[src/rtl/pqe_pkg.sv]
package pqe_pkg;
   typedef struct packed {
      logic pq;     // Q generation enabled
      logic pdis;   // P result suppressed (with pq)
      logic zchk;   // zero-check run
   } pqe_mode_t;
endpackage

[src/rtl/pqe_gf_mul.sv]
module pqe_gf_mul #(
   parameter int          DW   = 8,
   parameter logic [DW:0] POLY = 9'h11D
) (
   input  logic [DW-1:0] a,
   input  logic [DW-1:0] b,
   output logic [DW-1:0] y
);
   if (POLY[DW] != 1'b1) begin : g_bad_poly
      $error("pqe_gf_mul: POLY must have degree DW");
   end

   logic [DW-1:0] sh   [DW+1];
   logic [DW-1:0] part [DW+1];

   assign sh[0]   = a;
   assign part[0] = '0;

   for (genvar i = 0; i < DW; i++) begin : g_stage
      assign sh[i+1]   = {sh[i][DW-2:0], 1'b0} ^ (sh[i][DW-1] ? POLY[DW-1:0] : '0);
      assign part[i+1] = part[i] ^ (b[i] ? sh[i] : '0);
   end

   assign y = part[DW];
endmodule

[src/rtl/pqe_ctrl.sv]
module pqe_ctrl
   import pqe_pkg::*;
#(
   parameter int NSRC  = 16,
   parameter int OFF_W = 24,
   parameter int DW    = 8,
   localparam int SEL_W = $clog2(NSRC)
) (
   input  logic                clk,
   input  logic                rst_n,
   input  logic                start,
   input  logic [SEL_W-1:0]    cfg_src_sel,
   input  logic [OFF_W-1:0]    cfg_last_off,
   input  pqe_mode_t           cfg_mode,
   input  logic [NSRC*DW-1:0]  cfg_coef,
   input  logic                beat_valid,
   output logic                busy,
   output logic                launch,
   output logic                take,
   output logic                grp_end,
   output logic                run_end,
   output pqe_mode_t           mode,
   output logic [DW-1:0]       coef_cur
);
   logic [SEL_W-1:0]   sel_q, src_idx;
   logic [OFF_W-1:0]   last_q, off_cnt;
   logic [NSRC*DW-1:0] coef_q;

   assign launch   = start && !busy;
   assign take     = busy && beat_valid;
   assign grp_end  = (src_idx == sel_q);
   assign run_end  = grp_end && (off_cnt == last_q);
   assign coef_cur = coef_q[src_idx*DW +: DW];

   always_ff @(posedge clk) begin
      if (!rst_n) begin
         busy    <= 1'b0;
         sel_q   <= '0;
         last_q  <= '0;
         mode    <= '0;
         coef_q  <= '0;
         src_idx <= '0;
         off_cnt <= '0;
      end else if (launch) begin
         busy    <= 1'b1;
         sel_q   <= cfg_src_sel;
         last_q  <= cfg_last_off;
         mode    <= cfg_mode;
         coef_q  <= cfg_coef;
         src_idx <= '0;
         off_cnt <= '0;
      end else if (take) begin
         if (grp_end) begin
            src_idx <= '0;
            if (run_end) busy <= 1'b0;
            else         off_cnt <= off_cnt + 1'b1;
         end else begin
            src_idx <= src_idx + 1'b1;
         end
      end
   end


   src_idx_range_chk: assert property (@(posedge clk) disable iff (!rst_n)
      busy |-> (src_idx <= sel_q));

   cfg_hold_chk: assert property (@(posedge clk) disable iff (!rst_n)
      (busy && start) |=> ($stable(sel_q) && $stable(mode) && $stable(last_q)));
endmodule

[src/rtl/pqe_accum.sv]
module pqe_accum
   import pqe_pkg::*;
#(
   parameter int DW = 8
) (
   input  logic          clk,
   input  logic          rst_n,
   input  logic          launch,
   input  logic          take,
   input  logic          grp_end,
   input  logic          run_end,
   input  pqe_mode_t     mode,
   input  logic [DW-1:0] data,
   input  logic [DW-1:0] prod,
   output logic          p_wr,
   output logic [DW-1:0] p_out,
   output logic          q_wr,
   output logic [DW-1:0] q_out,
   output logic          done,
   output logic          p_err,
   output logic          q_err,
   output logic          stat_wb
);
   logic [DW-1:0] p_acc, q_acc, p_nxt, q_nxt;
   logic          close, p_on, q_on;

   assign p_nxt = p_acc ^ data;
   assign q_nxt = q_acc ^ prod;
   assign close = take && grp_end;
   assign p_on  = !(mode.pq && mode.pdis);
   assign q_on  = mode.pq;

   always_ff @(posedge clk) begin
      if (!rst_n) begin
         p_acc <= '0;  q_acc <= '0;
         p_out <= '0;  q_out <= '0;
         p_wr  <= 1'b0; q_wr <= 1'b0;
         done  <= 1'b0; stat_wb <= 1'b0;
         p_err <= 1'b0; q_err <= 1'b0;
      end else begin
         p_wr    <= close && !mode.zchk && p_on;
         q_wr    <= close && !mode.zchk && q_on;
         done    <= take && run_end;
         stat_wb <= take && run_end && mode.zchk;
         if (take) begin
            p_acc <= close ? '0 : p_nxt;
            q_acc <= close ? '0 : q_nxt;
         end
         if (close) begin
            p_out <= p_nxt;
            q_out <= q_nxt;
         end
         if (launch) begin
            p_err <= 1'b0;
            q_err <= 1'b0;
         end else if (close && mode.zchk) begin
            if (p_on && (p_nxt != '0)) p_err <= 1'b1;
            if (q_on && (q_nxt != '0)) q_err <= 1'b1;
         end
      end
   end


   chk_quiet_chk: assert property (@(posedge clk) disable iff (!rst_n)
      mode.zchk |-> (!p_wr && !q_wr));

   xor_no_q_chk: assert property (@(posedge clk) disable iff (!rst_n)
      q_wr |-> mode.pq);

   p_suppress_chk: assert property (@(posedge clk) disable iff (!rst_n)
      p_wr |-> !(mode.pq && mode.pdis));

   done_pulse_chk: assert property (@(posedge clk) disable iff (!rst_n)
      done |=> !done);

   stat_with_done_chk: assert property (@(posedge clk) disable iff (!rst_n)
      stat_wb |-> done);
endmodule

[src/rtl/pq_parity_engine.sv]
module pq_parity_engine
   import pqe_pkg::*;
#(
   parameter int          NSRC  = 16,
   parameter int          OFF_W = 24,
   parameter int          DW    = 8,
   parameter logic [DW:0] POLY  = 9'h11D,
   localparam int SEL_W = $clog2(NSRC)
) (
   input  logic                clk,
   input  logic                rst_n,
   input  logic                start,
   input  logic [SEL_W-1:0]    cfg_src_sel,
   input  logic                cfg_pq_en,
   input  logic                cfg_p_dis,
   input  logic                cfg_zero_chk,
   input  logic [OFF_W-1:0]    cfg_last_off,
   input  logic [NSRC*DW-1:0]  cfg_coef,
   input  logic                beat_valid,
   input  logic [DW-1:0]       beat_data,
   output logic                busy,
   output logic                p_wr,
   output logic [DW-1:0]       p_out,
   output logic                q_wr,
   output logic [DW-1:0]       q_out,
   output logic                done,
   output logic                p_err,
   output logic                q_err,
   output logic                stat_wb
);
   if (NSRC < 2 || (1 << SEL_W) != NSRC) begin : g_bad_nsrc
      $error("pq_parity_engine: NSRC must be a power of two, at least 2");
   end

   pqe_mode_t     cfg_mode, mode;
   logic          launch, take, grp_end, run_end;
   logic [DW-1:0] coef_cur, prod;

   assign cfg_mode = '{pq: cfg_pq_en, pdis: cfg_p_dis, zchk: cfg_zero_chk};

   pqe_ctrl #(.NSRC(NSRC), .OFF_W(OFF_W), .DW(DW)) u_ctrl (
      .clk(clk), .rst_n(rst_n), .start(start), .cfg_src_sel(cfg_src_sel),
      .cfg_last_off(cfg_last_off), .cfg_mode(cfg_mode), .cfg_coef(cfg_coef),
      .beat_valid(beat_valid), .busy(busy), .launch(launch), .take(take),
      .grp_end(grp_end), .run_end(run_end), .mode(mode), .coef_cur(coef_cur));

   pqe_gf_mul #(.DW(DW), .POLY(POLY)) u_mul (
      .a(beat_data), .b(coef_cur), .y(prod));

   pqe_accum #(.DW(DW)) u_acc (
      .clk(clk), .rst_n(rst_n), .launch(launch), .take(take),
      .grp_end(grp_end), .run_end(run_end), .mode(mode), .data(beat_data),
      .prod(prod), .p_wr(p_wr), .p_out(p_out), .q_wr(q_wr), .q_out(q_out),
      .done(done), .p_err(p_err), .q_err(q_err), .stat_wb(stat_wb));


   idle_at_done_chk: assert property (@(posedge clk) disable iff (!rst_n)
      done |-> !busy);
endmodule

[config.mk]
export PLATFORM = sky130hd
export DESIGN_NAME = pq_parity_engine
export DESIGN_NICKNAME = d
export VERILOG_FILES = /design/src/rtl/pqe_pkg.sv /design/src/rtl/pqe_gf_mul.sv /design/src/rtl/pqe_ctrl.sv /design/src/rtl/pqe_accum.sv /design/src/rtl/pq_parity_engine.sv
export SDC_FILE = /design/constraint.sdc
export NUM_CORES = 1
export LEC_CHECK = 0
export BUFFER_PORTS_ARGS = -buffer_cell sky130_fd_sc_hd__buf_4
export CORE_MARGIN = 4
export CORE_UTILIZATION = 40
export DETAILED_ROUTE_END_ITERATION = 10
export GPL_TIMING_DRIVEN = 0
export SYNTH_ARGS = -nofsm -noshare
export SYNTH_HDL_FRONTEND = slang
export SYNTH_SLANG_ARGS = --single-unit
[constraint.sdc]
create_clock -name clk -period 5.2 [get_ports clk]
set_clock_uncertainty 0.15 [all_clocks]
set_input_delay 1.04 -clock clk [delete_from_list [all_inputs] [get_ports clk]]
set_output_delay 1.04 -clock clk [all_outputs]
set_load 0.03 [all_outputs]
==> results.ini, run 1 <==
[power]
report.power.total_w = 0.00429
powerDensity_mw_per_mm2 = 312
p_leak_nw = 5.32
irDropWorstVdd_mv = 0.188

[routing]
avgRoutedWirePerCell_um = 18.0
drt_iter0_markers = 759
drc_errors = 0
avgViaCountPerCell = 5.19
via_count = 10100
drt_pre_antenna_iters = 5
wirelength_um = 35200
ant_nets = 0

[cts]
clockBufferDepth = 3
clock_latency_ps = 520
cts.repair_timing.setup_buffer_count = 0
cts_root_buffer = sky130_fd_sc_hd__clkbuf_16
worst_setup_hold_path_clk_slew_ps = 60
cts-buffers-inserted = 25
tritoncts_clock_tree = done
postCtsResizedCells = 0
cts.hold.buffers_added = 0
numClockSinks = 226
htree_levels = 1

[global_route]
first_global_vias = 10100
antenna_violations_before_repair = 0
grt_total_usage_pct = 22.4
grt_start_max_net_pins = 14
grt.overflow.total = 0
wire_length_of_the_first_global_routing_pass_um = 55000

[synth]
synthDistinctLibCells = 69
yosys_warnings = 0
syn-cell-area_sq_mm = 0.0111
syn_nets = 1523
synthesis.instances = 1350
synth-seq-cells = 226
synthArstFlopShare_pct = 0
synth_top_cell_area_share_pct = 40.7
avgSynthCellArea_sq_um = 8.24
yosysSeqAreaShare_pct = 40.7
netlist_top_cells_area = sky130_fd_sc_hd__dfxtp_1 (41%), sky130_fd_sc_hd__nand2_1 (12%), sky130_fd_sc_hd__a21oi_1 (8.6%), sky130_fd_sc_hd__xnor2_1 (4.6%), sky130_fd_sc_hd__mux2i_1 (4.1%)
dominantRegCellSynth = sky130_fd_sc_hd__dfxtp_1
synth_edf_count = 0
synth_top_cell_by_area = sky130_fd_sc_hd__dfxtp_1

[layout]
antenna-diode-count = 0
commonest_cells_after_routing_fill_and_taps_aside = sky130_fd_sc_hd__nand2_1 (369), sky130_fd_sc_hd__dfxtp_1 (226), sky130_fd_sc_hd__a21oi_1 (192), sky130_fd_sc_hd__buf_4 (189), sky130_fd_sc_hd__clkbuf_1 (82)
layout_commonest_cell = sky130_fd_sc_hd__nand2_1
drive_above_1_share_pct = 17.4
fill_cells = 2742
finalCoreUtilization_pct = 50.7
syn2layout_area_growth_pct = 23.9
final_nets = 1737

[placed_design]
post-dp-hpwl_um = 27200
pre_cts_ws_ps = 1290
io_buffer_count = 187
gpl.final_weighted_congestion = 0.900

[critical_path]
timing.critical_path.slowest_cell_delay_ps = 730
worst-endpoint-arrival_ps = 4050
crit_path_start_kind = register
setup.reg_to_reg.worst_slack_ps = 1390
worst_case_reg_to_reg_path_depth = 12
cp_data_required_time_ps = 5430
critical_path_peak_fanout = 10
critPathMostFrequentCell = sky130_fd_sc_hd__buf_6
slowest_stage = sky130_fd_sc_hd__a21oi_1
crit_chain = buf_6, buf_6, buf_8, mux2i_1, a22oi_1, a21oi_1, or4_1, o21ai_0, nor3_1, xnor3_1, nor4_1, a31oi_1
start_of_the_worst_register_to_register_path = u_ctrl.src_idx[2]
criticalPathCategory = reg2reg
r2r_end = u_acc.q_err
worstSetupEndpointType = register

[die]
die_h_um = 175
initial_core_util_pct = 40.9
number_of_top_level_pins = 194
placeableCoreArea_sq_mm = 0.0272
die_width_um = 175
die_area_sq_mm = 0.0305
rows = 60

[hold_path]
hold-path-cell-count = 2
source_of_the_worst_hold_timing_path = u_acc.p_err
hold-path-endpoint = u_acc.p_err
min-delay-path-class = reg2reg

[sta]
final_hold_viol_count = 0
max_freq_mhz = 262
drv_slew = 0
final_period_utilization_pct = 73.4
layout_min_cycle_time_ps = 3810
setup_tns_ps = 0
worst_slew_pin_slew_ps = 875
final_critical_path_setup_slack_ps = 1390
finalSetupViolations = 0
worst_slew_margin_relative_to_its_limit_pct = 41.6
rsz0062_at_grt = false

[run_status]
status = complete, no violations

[flow_run]
maxCapViolations = 0

-- where the power goes --
| part | total [W] | switching, W | internal, W |
|---|---|---|---|
| sequential | 0.00187 | 0.0000531 | 0.00182 |
| combinational | 0.000722 | 0.000409 | 0.000313 |
| clock | 0.00170 | 0.000698 | 0.00100 |
-- synthesized netlist by cell type (2+ instances only) --
library cell,number
sky130_fd_sc_hd__nand4_1,7
sky130_fd_sc_hd__nor2_1,70
sky130_fd_sc_hd__mux2_2,4
sky130_fd_sc_hd__xnor3_1,14
sky130_fd_sc_hd__mux4_1,3
sky130_fd_sc_hd__nor2b_1,3
sky130_fd_sc_hd__mux2i_1,46
sky130_fd_sc_hd__a21boi_0,5
sky130_fd_sc_hd__or4_1,2
sky130_fd_sc_hd__xnor2_1,59
sky130_fd_sc_hd__buf_1,4
sky130_fd_sc_hd__ha_1,2
sky130_fd_sc_hd__buf_2,8
sky130_fd_sc_hd__or3_1,7
sky130_fd_sc_hd__buf_6,5
sky130_fd_sc_hd__and4_1,2
sky130_fd_sc_hd__a211oi_1,9
sky130_fd_sc_hd__a21boi_2,2
sky130_fd_sc_hd__or2_2,2
sky130_fd_sc_hd__dfxtp_1,226
sky130_fd_sc_hd__mux4_2,12
sky130_fd_sc_hd__nand3_1,20
sky130_fd_sc_hd__o21ai_0,19
sky130_fd_sc_hd__nor3b_1,9
sky130_fd_sc_hd__a31oi_1,3
sky130_fd_sc_hd__nor4_2,2
sky130_fd_sc_hd__and3_1,9
sky130_fd_sc_hd__nor3_1,21
sky130_fd_sc_hd__nor4_1,9
sky130_fd_sc_hd__buf_4,2
sky130_fd_sc_hd__nand2b_1,4
sky130_fd_sc_hd__clkbuf_1,77
sky130_fd_sc_hd__a22oi_1,26
sky130_fd_sc_hd__and2_1,4
sky130_fd_sc_hd__a21oi_1,192
sky130_fd_sc_hd__nand3b_1,6
sky130_fd_sc_hd__nand2_1,369
sky130_fd_sc_hd__inv_1,7
sky130_fd_sc_hd__xor2_1,48
sky130_fd_sc_hd__a2bb2oi_1,2
-- metal layers --
| metal | GRT usage, % | wire length (um) | up-vias |
|---|---|---|---|
| met5 | 0 | 0 | - |
| met4 | 4.98 | 693 | 0 |
| met3 | 3.03 | 1880 | 54 |
| met2 | 37.1 | 16500 | 313 |
| met1 | 31.2 | 16100 | 4758 |
| li1 | - | - | 5000 |
-- flip-flops by register name, indices dropped and copies added (netlist names) --
signal,cells
u_acc.done,1
u_ctrl.sel_q,4
u_acc.p_out,8
u_acc.p_acc,8
u_acc.stat_wb,1
u_acc.q_wr,1
u_ctrl.coef_q,128
u_ctrl.last_q,24
u_acc.q_err,1
u_acc.p_err,1
u_ctrl.mode,3
u_acc.p_wr,1
u_ctrl.src_idx,4
u_ctrl.busy,1
u_ctrl.off_cnt,24
u_acc.q_out,8
u_acc.q_acc,8
-- critical path: cells and delay by family, from the launching register on --
kind,cells,cell delay [ps]
muxes,1,260
buffers and inverters,3,560
xor gates and xnor gates,1,550
DFF,1,320
AOI/OAI and AO/OA,4,1020
and+or+nand+nor,3,810
-- layout make-up --
cell class                      instances  area, sq um  area share [%]
Multi-Input combinational cell       1018         6130            44.5
Sequential cell                       226         4520            32.8
Timing Repair Buffer                  187         1400            10.2
Clock buffer                           35          713            5.18
Tap cell                              372          465            3.38
Buffer                                 98          435            3.16
Clock inverter                          8         75.1           0.545
Inverter                                8         30.0           0.218
-- cells by family after synthesis --
family | synth area share [%]
flops | 40.7
simple gates | 21.3
xor+xnor | 11.5
compound gates | 14.2
fa+ha+maj | 0.225
mux | 7.89
buf+inv | 4.18
-- stage by stage --
step	instances	hold WS [ps]	instance area, sq um
floorplan	1350	282	11100
global placement	1909	290	13000
detailed placement	1909	295	13000
CTS	1952	304	13800
global route	1952	322	13800
finish	1952	300	13800
-- worst max path at each step --
| stage | endpoint | startpoint | cells after the start | slack [ps] |
|---|---|---|---|---|
| global route | u_ctrl.off_cnt[23] | u_ctrl.src_idx[3] | 10 | 1160 |
| detailed placement | u_acc.q_err | beat_data[2] | 10 | 1290 |
| global placement | u_acc.q_err | beat_data[2] | 10 | 1290 |
| floorplan | u_acc.q_err | beat_data[2] | 10 | 1740 |
| CTS | u_acc.q_err | u_ctrl.src_idx[2] | 12 | 1450 |
| finish | u_acc.q_err | u_ctrl.src_idx[2] | 12 | 1390 |
(Power assumes the default switching activity.)
==> run 2: changes to the inputs <==
--- a/config.mk
+++ b/config.mk
@@ -5,6 +5,7 @@
 export SDC_FILE = /design/constraint.sdc
 export NUM_CORES = 1
 export LEC_CHECK = 0
+export ABC_AREA = 1
 export BUFFER_PORTS_ARGS = -buffer_cell sky130_fd_sc_hd__buf_4
 export CORE_MARGIN = 4
 export CORE_UTILIZATION = 40
==> constraint.sdc (replaced) <==
create_clock -name clk -period 3.3 [get_ports clk]
set_clock_uncertainty 0.15 [all_clocks]
set_input_delay 0.66 -clock clk [delete_from_list [all_inputs] [get_ports clk]]
set_output_delay 0.66 -clock clk [all_outputs]
set_load 0.03 [all_outputs]
==> results.ini, run 2 <==
[cts]
numClockSinks = 226  ; unchanged
postCtsResizedCells = 0  ; unchanged
cts.hold.buffers_added = 0  ; unchanged
clockBufferDepth = 3  ; unchanged
clock_latency_ps = 540  ; +20 ps
htree_levels = 1  ; unchanged
tritoncts_clock_tree = done
worst_setup_hold_path_clk_slew_ps = 60  ; about the same
cts-buffers-inserted = 26  ; +4.0%
cts_root_buffer = sky130_fd_sc_hd__clkbuf_16
cts.repair_timing.setup_buffer_count = 0  ; unchanged

[critical_path]
criticalPathCategory = reg2reg
crit_family = simple AND/OR/NAND/NOR gates
slowest_stage = sky130_fd_sc_hd__dfxtp_2
worst-endpoint-arrival_ps = 3340  ; -710 ps
crit_path_start_kind = register
worst_case_reg_to_reg_path_depth = 18  ; +6
critPathMostFrequentCell = sky130_fd_sc_hd__nand2_1
crit_chain = inv_2, clkbuf_4, nand2_1, nand3_1, nand3_1, nand2_4, buf_4, nand2_2, xnor2_1, nand2_1, nand3_1, nand3_1, nand2_1, nand2_1, nor2_1, nand2_1, nand2_1, a21oi_1
critical_path_peak_fanout = 10  ; unchanged
timing.critical_path.slowest_cell_delay_ps = 360  ; -370 ps
path_depth = 18  ; +6
cp_data_required_time_ps = 3550  ; -1880 ps
worstSetupEndpointType = register
timing.critical_path.buf_inv = 3  ; unchanged

[routing]
ant_nets = 0  ; unchanged
drt_pre_antenna_iters = 5  ; unchanged
drt_iter0_markers = 875  ; +15%
drc_errors = 0  ; unchanged
avgViaCountPerCell = 5.09  ; -1.9%
wirelength_um = 40200  ; +14%
via_count = 12300  ; +22%
avgRoutedWirePerCell_um = 16.6  ; -7.9%

[synth]
yosysSeqAreaShare_pct = 38.6  ; -2.1 points
synth_compound_area_share_pct = 15.9  ; +1.7 points
dominantRegCellSynth = sky130_fd_sc_hd__dfxtp_1
synthSimpleGateAreaFrac_pct = 30.6  ; +9.3 points
synthArstFlopShare_pct = 0  ; unchanged
synth-seq-cells = 226  ; unchanged
yosys_warnings = 0  ; unchanged
synth_top_cell_by_area = sky130_fd_sc_hd__dfxtp_1
synth.area.mux_share_pct = 0  ; -7.9 points
synthAdderAreaFrac_pct = 0.213  ; -0.012 points
synthDistinctLibCells = 40  ; -42%
top_cells_by_count_synth = sky130_fd_sc_hd__nand2_1 (444), sky130_fd_sc_hd__dfxtp_1 (226), sky130_fd_sc_hd__inv_1 (196)
synth_most_common_cell = sky130_fd_sc_hd__nand2_1
synthesis.instances = 1797  ; +33%
synth_edf_count = 0  ; unchanged
synth_xor_area_share_pct = 4.16  ; -7.3 points
main_combinational_cell_family_by_area_after_synthesis = simple AND/OR/NAND/NOR gates
syn_nets = 1970  ; +29%
syn-cell-area_sq_mm = 0.0117  ; +5.5%
avgSynthCellArea_sq_um = 6.53  ; -21%
synth_top_cell_area_share_pct = 38.6  ; -2.1 points
netlist_top_cells_area = sky130_fd_sc_hd__dfxtp_1 (39%), sky130_fd_sc_hd__nand2_1 (14%), sky130_fd_sc_hd__o21ai_0 (8.2%), sky130_fd_sc_hd__nand3_1 (6.4%), sky130_fd_sc_hd__inv_1 (6.3%)

[layout]
fin_area_sq_mm = 0.0146  ; +6.3%
reg_top3 = u_ctrl.coef_q (128), u_ctrl.last_q (24), u_ctrl.off_cnt (24)
drive_above_1_share_pct = 15.1  ; -2.3 points
final_nets = 2190  ; +26%
commonest_cells_after_routing_fill_and_taps_aside = sky130_fd_sc_hd__nand2_1 (444), sky130_fd_sc_hd__dfxtp_1 (225), sky130_fd_sc_hd__buf_4 (198), sky130_fd_sc_hd__inv_1 (196), sky130_fd_sc_hd__o21ai_0 (192)
layout_commonest_cell = sky130_fd_sc_hd__nand2_1
largest_register_ffs = 128  ; unchanged
antenna-diode-count = 0  ; unchanged
syn2layout_area_growth_pct = 24.8
fill_cells = 3017  ; +10%
ff_latch_area_sq_mm = 0.00453  ; about the same
largest_register = u_ctrl.coef_q
multi_input_area_sq_mm = 0.00600  ; -2.1%

[hold_path]
min-delay-path-class = in2reg
hold-path-cell-count = 3  ; +1

[die]
number_of_top_level_pins = 194  ; unchanged
initial_core_util_pct = 40.7  ; -0.26 points
placeableCoreArea_sq_mm = 0.0289  ; +6.2%
rows = 62  ; +3.3%
die_h_um = 179  ; +2.6%
die_width_um = 179  ; +2.6%
die_area_sq_mm = 0.0321  ; +5.2%

[power]
p_leak_nw = 6.68  ; +26%
irDropWorstVdd_mv = 0.300  ; +60%
report.power.total_w = 0.00754  ; +76%
powerDensity_mw_per_mm2 = 515  ; +65%

[global_route]
first_global_vias = 11800  ; +17%
grt_total_usage_pct = 24.4  ; +2.0 points
grt.overflow.total = 0  ; unchanged
grt_start_max_net_pins = 14  ; unchanged
antenna_violations_before_repair = 0  ; unchanged
wire_length_of_the_first_global_routing_pass_um = 61500  ; +12%

[sta]
finalSetupViolations = 0  ; unchanged
final_hold_viol_count = 0  ; unchanged
drv_slew = 0  ; unchanged
whs_ps = 194  ; -105 ps
worst_slew_pin_slew_ps = 995  ; +120 ps
max_freq_mhz = 323  ; +23%
rsz0062_at_grt = false
setup_tns_ps = 0  ; unchanged
worst_slew_margin_relative_to_its_limit_pct = 33.7  ; -8.0 points
layout_min_cycle_time_ps = 3090  ; -721 ps
final_critical_path_setup_slack_ps = 207  ; -1180 ps
final_period_utilization_pct = 93.7  ; +20 points

[flow_run]
maxCapViolations = 0  ; unchanged

[placed_design]
io_buffer_count = 192  ; +2.7%
gpl.final_weighted_congestion = 0.899  ; -0.11%
pre_cts_ws_ps = 71.0  ; -1220 ps
place_area_sq_mm = 0.0137  ; +5.1%
post-dp-hpwl_um = 30700  ; +13%

[run_status]
status = complete, no violations

## run 2: changes by cell type after synthesis, moves of 14 or more
| cell | previous run | this run |
|---|---|---|
| sky130_fd_sc_hd__a21oi_1 | 192 | 142 |
| sky130_fd_sc_hd__a22oi_1 | 26 | 0 |
| sky130_fd_sc_hd__clkbuf_1 | 77 | 62 |
| sky130_fd_sc_hd__inv_1 | 7 | 196 |
| sky130_fd_sc_hd__mux2i_1 | 46 | 0 |
| sky130_fd_sc_hd__nand2_1 | 369 | 444 |
| sky130_fd_sc_hd__nand3_1 | 20 | 150 |
| sky130_fd_sc_hd__nor2_1 | 70 | 182 |
| sky130_fd_sc_hd__o211ai_1 | 1 | 17 |
| sky130_fd_sc_hd__o21ai_0 | 19 | 193 |
| sky130_fd_sc_hd__xnor2_1 | 59 | 30 |
| sky130_fd_sc_hd__xnor3_1 | 14 | 0 |
| sky130_fd_sc_hd__xor2_1 | 48 | 22 |
## run 2: per-stage QoR
| step | util (%) | instances |
|---|---|---|
| 6_report | 50.7 | 2421 |
| 2_1_floorplan | - | 1797 |
| 4_1_cts | 50.6 | 2421 |
| 3_3_place_gp | 47.3 | 2373 |
| 5_1_grt | 50.7 | 2421 |
| 3_5_place_dp | 47.3 | 2373 |
## run 2: path summary, 6_finish.rpt
kind	start	to	slack [ps]
setup / recovery	u_ctrl.src_idx[1]	u_acc.q_err	210
hold / removal	cfg_last_off[15]	u_ctrl.last_q[15]	190
setup reg to reg	u_ctrl.src_idx[1]	u_acc.q_err	210
hold reg to reg	u_ctrl.coef_q[83]	u_ctrl.coef_q[83]	300
## run 2: cell type report
class / instances / area share, %
flip-flops and latches: 226 / 30.9
clock inverters: 9 / 1.07
clock buffers: 39 / 5.39
inverters: 208 / 5.36
plain buffers: 97 / 3.16
repair buffers: 192 / 9.84
well taps: 384 / 3.28
multi-input cells: 1266 / 41.0
## run 2: metal layers
metal	routed length [um]	up-vias	global-route usage (%)
met3	2320	75	3.14
met5	0	-	0
met1	17900	5678	32.6
met2	18600	366	41.0
li1	-	6200	-
met4	1280	0	7.52
## run 2: where the power goes
| part | leakage [nW] | total, W | internal [W] | switching (W) |
|---|---|---|---|---|
| logic | 4.35 | 0.00139 | 0.000509 | 0.000880 |
| registers | 1.86 | 0.00300 | 0.00291 | 0.0000809 |
| clock network | 0.469 | 0.00315 | 0.00196 | 0.00119 |
| total | 6.68 | 0.00754 | 0.00539 | 0.00215 |
## run 2: cells by family after synthesis
family          after synthesis
compound gates              362
xor+xnor                     54
fa+ha+maj                     2
buf+inv                     305
flops                       226
simple gates                848
## run 2: worst register-to-register path, stage by stage, from the launching register on
cell                       delay (ps)
sky130_fd_sc_hd__dfxtp_2          360
sky130_fd_sc_hd__inv_2            180
sky130_fd_sc_hd__clkbuf_4         290
sky130_fd_sc_hd__nand2_1           90
sky130_fd_sc_hd__nand3_1          110
sky130_fd_sc_hd__nand3_1          240
sky130_fd_sc_hd__nand2_4          200
sky130_fd_sc_hd__buf_4            210
sky130_fd_sc_hd__nand2_2           80
sky130_fd_sc_hd__xnor2_1          200
sky130_fd_sc_hd__nand2_1           80
sky130_fd_sc_hd__nand3_1          110
sky130_fd_sc_hd__nand3_1          140
sky130_fd_sc_hd__nand2_1          130
sky130_fd_sc_hd__nand2_1           50
sky130_fd_sc_hd__nor2_1           120
sky130_fd_sc_hd__nand2_1           80
sky130_fd_sc_hd__nand2_1           60
sky130_fd_sc_hd__a21oi_1           50
